[src/rtl/err_log_pkg.sv]
package err_log_pkg;

  typedef enum logic [1:0] {
    SEL_FIRST = 2'd0,
    SEL_NEXT  = 2'd1,
    SEL_ECC   = 2'd2,
    SEL_TXN   = 2'd3
  } reg_sel_e;

  typedef enum int {
    SRC_LEN_MISMATCH = 0,
    SRC_WDATA_PROTO  = 1,
    SRC_HANDSHAKE    = 2,
    SRC_RX_LENGTH    = 3
  } err_src_e;

endpackage

[src/rtl/err_status_core.sv]
module err_status_core #(
  parameter int NUM_SRC = 4
) (
  input  logic               clk,
  input  logic               rst,
  input  logic [NUM_SRC-1:0] hw_err,
  input  logic [NUM_SRC-1:0] clr_mask,
  input  logic               clr_coll,
  output logic [NUM_SRC-1:0] first_bits,
  output logic               first_coll,
  output logic [NUM_SRC-1:0] next_bits,
  output logic               load_capture
);

  logic               occupied;
  logic               collision;
  logic [NUM_SRC-1:0] first_nx;
  logic [NUM_SRC-1:0] next_nx;
  logic               coll_nx;

  assign occupied  = |first_bits;
  assign collision = (|clr_mask) && (|hw_err);

  always_comb begin
    if (occupied) begin
      first_nx     = first_bits & ~clr_mask;
      next_nx      = (next_bits & ~clr_mask) | hw_err;
      load_capture = 1'b0;
    end else begin
      first_nx     = hw_err;
      next_nx      = next_bits & ~clr_mask;
      load_capture = |hw_err;
    end
    coll_nx = (|first_nx) && ((first_coll && !clr_coll) || collision);
  end

  always_ff @(posedge clk) begin
    if (rst) begin
      first_bits <= '0;
      next_bits  <= '0;
      first_coll <= 1'b0;
    end else begin
      first_bits <= first_nx;
      next_bits  <= next_nx;
      first_coll <= coll_nx;
    end
  end

endmodule

[src/rtl/err_capture.sv]
module err_capture #(
  parameter int ECC_W = 8,
  parameter int ID_W  = 7,
  parameter int CH_W  = 3
) (
  input  logic             clk,
  input  logic             rst,
  input  logic             load,
  input  logic [ECC_W-1:0] ecc_in,
  input  logic [ID_W-1:0]  id_in,
  input  logic [CH_W-1:0]  ch_in,
  output logic [ECC_W-1:0] ecc_q,
  output logic [ID_W-1:0]  id_q,
  output logic [CH_W-1:0]  ch_q
);

  always_ff @(posedge clk) begin
    if (rst) begin
      ecc_q <= '0;
      id_q  <= '0;
      ch_q  <= '0;
    end else if (load) begin
      ecc_q <= ecc_in;
      id_q  <= id_in;
      ch_q  <= ch_in;
    end
  end

endmodule

[src/rtl/err_read_port.sv]
module err_read_port
  import err_log_pkg::*;
#(
  parameter int DATA_W   = 32,
  parameter int ADDR_W   = 2,
  parameter int NUM_SRC  = 4,
  parameter int SRC_LSB  = 27,
  parameter int COLL_BIT = 31,
  parameter int ECC_W    = 8,
  parameter int ID_W     = 7,
  parameter int CH_W     = 3,
  parameter int TXN_W    = 16
) (
  input  logic               clk,
  input  logic               rst,
  input  logic               rd_en,
  input  logic [ADDR_W-1:0]  rd_addr,
  input  logic [NUM_SRC-1:0] first_bits,
  input  logic               first_coll,
  input  logic [NUM_SRC-1:0] next_bits,
  input  logic [ECC_W-1:0]   ecc_q,
  input  logic [ID_W-1:0]    id_q,
  input  logic [CH_W-1:0]    ch_q,
  output logic [DATA_W-1:0]  rdata
);

  localparam int CH_LSB = TXN_W - ID_W - CH_W;
  localparam int ID_LSB = CH_LSB + CH_W;

  logic [DATA_W-1:0] w_first, w_next, w_ecc, w_txn, w_sel;

  always_comb begin
    w_first = '0;
    w_first[SRC_LSB +: NUM_SRC] = first_bits;
    w_first[COLL_BIT] = first_coll;
    w_next = '0;
    w_next[SRC_LSB +: NUM_SRC] = next_bits;
    w_ecc = '0;
    w_ecc[ECC_W-1:0] = ecc_q;
    w_txn = '0;
    w_txn[CH_LSB +: CH_W] = ch_q;
    w_txn[ID_LSB +: ID_W] = id_q;
    if (rd_addr == ADDR_W'(SEL_FIRST))     w_sel = w_first;
    else if (rd_addr == ADDR_W'(SEL_NEXT)) w_sel = w_next;
    else if (rd_addr == ADDR_W'(SEL_ECC))  w_sel = w_ecc;
    else if (rd_addr == ADDR_W'(SEL_TXN))  w_sel = w_txn;
    else                                   w_sel = '0;
  end

  always_ff @(posedge clk) begin
    if (rst)        rdata <= '0;
    else if (rd_en) rdata <= w_sel;
  end

endmodule

[src/rtl/err_first_next_log.sv]
module err_first_next_log
  import err_log_pkg::*;
#(
  parameter int NUM_SRC  = 4,
  parameter int SRC_LSB  = 27,
  parameter int COLL_BIT = 31,
  parameter int DATA_W   = 32,
  parameter int ADDR_W   = 2,
  parameter int ECC_W    = 8,
  parameter int ID_W     = 7,
  parameter int CH_W     = 3,
  parameter int TXN_W    = 16
) (
  input  logic               clk,
  input  logic               rst,
  input  logic [NUM_SRC-1:0] err_strobe,
  input  logic [ECC_W-1:0]   err_ecc,
  input  logic [ID_W-1:0]    err_txn_id,
  input  logic [CH_W-1:0]    err_chunk,
  input  logic [ADDR_W-1:0]  reg_addr,
  input  logic               reg_wr,
  input  logic [DATA_W-1:0]  reg_wdata,
  input  logic               reg_rd,
  output logic [DATA_W-1:0]  reg_rdata
);

  logic               wr_first;
  logic [NUM_SRC-1:0] clr_mask;
  logic               clr_coll;
  logic [NUM_SRC-1:0] first_bits;
  logic               first_coll;
  logic [NUM_SRC-1:0] next_bits;
  logic               load_capture;
  logic [ECC_W-1:0]   ecc_q;
  logic [ID_W-1:0]    id_q;
  logic [CH_W-1:0]    ch_q;
  logic               unused_wdata;

  assign wr_first     = reg_wr && (reg_addr == ADDR_W'(SEL_FIRST));
  assign clr_mask     = wr_first ? reg_wdata[SRC_LSB +: NUM_SRC] : '0;
  assign clr_coll     = wr_first && reg_wdata[COLL_BIT];
  assign unused_wdata = ^reg_wdata;

  err_status_core #(.NUM_SRC(NUM_SRC)) u_core (
    .clk          (clk),
    .rst          (rst),
    .hw_err       (err_strobe),
    .clr_mask     (clr_mask),
    .clr_coll     (clr_coll),
    .first_bits   (first_bits),
    .first_coll   (first_coll),
    .next_bits    (next_bits),
    .load_capture (load_capture)
  );

  err_capture #(.ECC_W(ECC_W), .ID_W(ID_W), .CH_W(CH_W)) u_capt (
    .clk    (clk),
    .rst    (rst),
    .load   (load_capture),
    .ecc_in (err_ecc),
    .id_in  (err_txn_id),
    .ch_in  (err_chunk),
    .ecc_q  (ecc_q),
    .id_q   (id_q),
    .ch_q   (ch_q)
  );

  err_read_port #(
    .DATA_W(DATA_W), .ADDR_W(ADDR_W), .NUM_SRC(NUM_SRC), .SRC_LSB(SRC_LSB),
    .COLL_BIT(COLL_BIT), .ECC_W(ECC_W), .ID_W(ID_W), .CH_W(CH_W), .TXN_W(TXN_W)
  ) u_rd (
    .clk        (clk),
    .rst        (rst),
    .rd_en      (reg_rd),
    .rd_addr    (reg_addr),
    .first_bits (first_bits),
    .first_coll (first_coll),
    .next_bits  (next_bits),
    .ecc_q      (ecc_q),
    .id_q       (id_q),
    .ch_q       (ch_q),
    .rdata      (reg_rdata)
  );

endmodule

[config.mk]
export PLATFORM = sky130hd
export DESIGN_NAME = err_first_next_log
export DESIGN_NICKNAME = d
export VERILOG_FILES = /design/src/rtl/err_log_pkg.sv /design/src/rtl/err_status_core.sv /design/src/rtl/err_capture.sv /design/src/rtl/err_read_port.sv /design/src/rtl/err_first_next_log.sv
export SDC_FILE = /design/constraint.sdc
export NUM_CORES = 1
export LEC_CHECK = 0
export ABC_AREA = 1
export ABC_CLOCK_PERIOD_IN_PS = 1400
export BUFFER_PORTS_ARGS = -buffer_cell sky130_fd_sc_hd__buf_2
export CAP_MARGIN = 20
export CELL_PAD_IN_SITES_DETAIL_PLACEMENT = 1
export CELL_PAD_IN_SITES_GLOBAL_PLACEMENT = 2
export CORE_UTILIZATION = 22
export CTS_BUF_LIST = sky130_fd_sc_hd__clkbuf_16
export DETAILED_ROUTE_END_ITERATION = 8
export GPL_ROUTABILITY_DRIVEN = 0
export PLACE_DENSITY = 0.8
export SYNTH_ARGS = -nofsm -noshare
export SYNTH_HDL_FRONTEND = slang
export SYNTH_HIERARCHICAL = 1
export SYNTH_SLANG_ARGS = --single-unit
[constraint.sdc]
create_clock -name clk -period 1.4 [get_ports clk]
set_clock_uncertainty 0.05 [all_clocks]
set_input_delay 0.28 -clock clk [delete_from_list [all_inputs] [get_ports clk]]
set_output_delay 0.28 -clock clk [all_outputs]
set_load 0.01 [all_outputs]
==> metrics.md <==
| Metric | Value |
|---|---|
| Top cell type by total area after synthesis | dfxtp_1 |
| CTS buffer count | 5 |
| Ys flop type | dfxtp_1 |
| Type of the worst setup path | flip-flop to flip-flop |
| Seq/Total Area, Yosys | 42.62% |
| Top post-synthesis cells by count | 91 x nand2_1, 74 x nor2_1, 48 x dfxtp_1 |
| Clk_lat worst skew | 0.29 ns |
| Cell area after synthesis | 0.002255 mm2 |
| Synth async-reset ratio | 0% |
| R2R Setup Slk | 0.09 ns |
| Final Max Slew Viols | 0 |
| Post-synth EDFFs | 0 |
| Htree depth | 2 |
| Setup violators final | 0 |
| Leakage | 0.001550 uW |
| Multiplexer share of the synthesized area | 0% |
| Status | completed |
| Fin crit period | 1.312 ns |
| XOR/XNOR Fraction of Synth Area | 0% |
| Drt first pass iters | 4 |
| DP Cell Count | 522 |
| Placement Rows | 36 |
| CP max FO | 9 |
| Clock sinks | 48 |
| Clk slew on worst S/H paths | 0.07 ns |
| Routed WL per cell | 11.30 um |
| Core area | 0.009864 mm2 |
| Worst Setup Start Kind | flip-flop |
| Post-synthesis compound-gate area fraction | 5.494% |
| PortBufs | 53 |
| Grt ovf | 0 |
| Top post-synthesis cells by area | dfxtp_1 43%, nand2_1 15%, nor2_1 12% |
| Drt total wl | 6.048 mm |
| # diodes | 0 |
| Die footprint | 0.01066 mm2 |
| Final hold violations | 0 |
| Crit. End Element | flip-flop |
| Max cap viols | 0 |
| Layout Cells excl Fill | 535 |
| Nets | 461 |
| Syn Area/Cell | 6.554 um2 |
| Die H | 103.2 um |
| Pwr Density | 1455 mW/mm2 |
| Ports | 92 |
| Pin count of the biggest net entering global routing | 37 |
| Count leader, synth | nand2_1 |
| Min-Delay Endpoint | u_core/next_bits[1]$_SDFF_PP0_ |
| DRC | 0 |
| Placed Area | 0.002620 mm2 |
| Syn Inst Count | 344 |
| Fmax | 762.0 MHz |
| Worst path arrival time | 1.45 ns |
| Reg2reg end | u_capt/id_q[3]$_SDFFE_PP0P_ |
| Cell area after layout | 0.002897 mm2 |
| Initial core utilization | 22.86% |
| Initial antenna violation count | 0 |
| Layout area overhead | 28.47% |
| Vias in the first global route | 2029 |
| Tot Pwr | 4216 uW |
| Yosys cell types | 17 |
| Top-area cell type share of the netlist area | 42.62% |
| Final ANT Viol Nets | 0 |
| #FFs+latches synth | 48 |
| Critical Path RT | 1.54 ns |
| R2r startpoint | u_core/first_bits[1]$_SDFF_PP0_ |
| Hold Path Class | input port to flip-flop |
| Clk root buf | clkbuf_16 |
| Crit share post-route | 93.74% |
| Hold depth | 3 |
| Global-route wire length before repair | 9.646 mm |
| Ys Warns | 6 |
| Worst vdd ir | 0.7516 mV |
| TritonCTS clock tree | built |
| Via count | 2080 |
| Critical hold path startpoint | err_strobe[1] |
| Post-Synth Adder-Cell Area | 0% |
| Worst Reg-to-Reg Cells | 8 |
| Dominant combinational cell family by area after synthesis | simple AND/OR/NAND/NOR gates |
| Gr usage total | 11.61% |
| CTS max path bufs | 2 |
| Routed vias/inst | 3.888 |
| HPWL after DPL | 4.350 mm |
| Simple-Gate Fraction of Synth Area | 35.35% |
| Share of layout cells above drive strength 1 | 21.14% |
| Starting DRT DRC Count | 103 |
| Die width | 103.2 um |
critical path, stage by stage (launching register included):
cell and delay (ns):
dfxtp_1 0.34, nor2_2 0.16, nand2_2 0.09, a21oi_4 0.14, buf_12 0.14, clkbuf_16 0.15
nand2_1 0.05, nand2_1 0.05, nor2_1 0.04
cell families (layout without fill, tap and decap cells):
kind of cell	Yosys count	after routing
AND/OR/NAND/NOR	198	198
buffers and inverters	73	121
flip-flops	48	48
AO/OA/AOI/OAI	24	24
other	1	11
placed cells by master (no fill, tap or decap):
cell type   count
buf_12          3
a21oi_4         1
buf_2          53
inv_2           1
nand3_1        27
dfxtp_1        47
buf_6           2
dfxtp_2         1
a21oi_1        15
inv_1          46
nand2_2         2
buf_4           6
nor2_2          3
nand2_1        90
a21oi_2         1
clkbuf_16       7
o21ai_0         7
clkinvlp_4      1
nor2_4          2
nor2_1         74
clkinv_2        1
conb_1         11
bufinv_16       1
per-layer routing:
| metal | up-vias | wire length [um] | GRT usage [%] |
|---|---|---|---|
| met4 | 0 | 38 | 3.250 |
| met2 | 32 | 2682 | 17.79 |
| met1 | 923 | 3159 | 16.62 |
| met5 | - | 0 | 0 |
| met3 | 4 | 168 | 2.151 |
| li1 | 1121 | - | - |
layout make-up:
type / instances / area, um2
clock inverter: 3 / 42.54
timing repair buffer: 66 / 442.9
fill: 1255 / 6968
multi-input combinational: 233 / 980.9
sequential: 48 / 962.2
tap: 133 / 166.4
inverter: 47 / 176.4
clock buffer: 5 / 125.1
report_power, final:
part,total [uW],switching [uW],internal [uW]
clock,1360,524,839
sequential,1710,134,1570
combinational,1150,610,535
worst max path at each step:
stage | start | endpoint | slack (ns) | depth (start not counted)
2_1_floorplan | u_core/first_bits[0]$_SDFF_PP0_ | u_capt/id_q[2]$_SDFFE_PP0P_ | 0.08 | 8
3_3_place_gp | reg_addr[1] | u_core/first_coll$_SDFF_PP0_ | 0.08 | 9
3_5_place_dp | reg_addr[1] | u_core/first_coll$_SDFF_PP0_ | 0.05 | 9
4_1_cts | u_core/first_bits[0]$_SDFF_PP0_ | u_capt/ecc_q[7]$_SDFFE_PP0P_ | 0.04 | 7
5_1_grt | u_core/first_bits[1]$_SDFF_PP0_ | u_capt/ecc_q[7]$_SDFFE_PP0P_ | -0.003 | 8
6_report | u_core/first_bits[1]$_SDFF_PP0_ | u_capt/id_q[3]$_SDFFE_PP0P_ | 0.09 | 8
what timing repair did:
action,CTS,global route
hold buffers,0,0
buffers inserted,0,1
endpoints found under the setup margin,0,17
resized for setup,0,4
registers in the layout, indices dropped and copies added (netlist names):
signal / flops
u_capt/ch_q: 3
u_core/first_coll: 1
u_rd/rdata: 21
u_core/next_bits: 4
u_core/first_bits: 4
u_capt/ecc_q: 8
u_capt/id_q: 7
through the flow:
stage | TNS (ns) | util (%) | hold WS, ns | setup WS, ns
after floorplan | 0 | - | 0.3746 | 0.07878
after global placement | 0 | 26.56 | 0.4050 | 0.07699
after detailed placement | 0 | 26.56 | 0.4144 | 0.04797
after CTS | 0 | 28.26 | 0.2148 | 0.04407
after global routing | -0.006088 | 29.36 | 0.2170 | -0.003241
final | 0 | 29.36 | 0.2143 | 0.08768
Note: power is estimated with default switching activity, not from simulation.
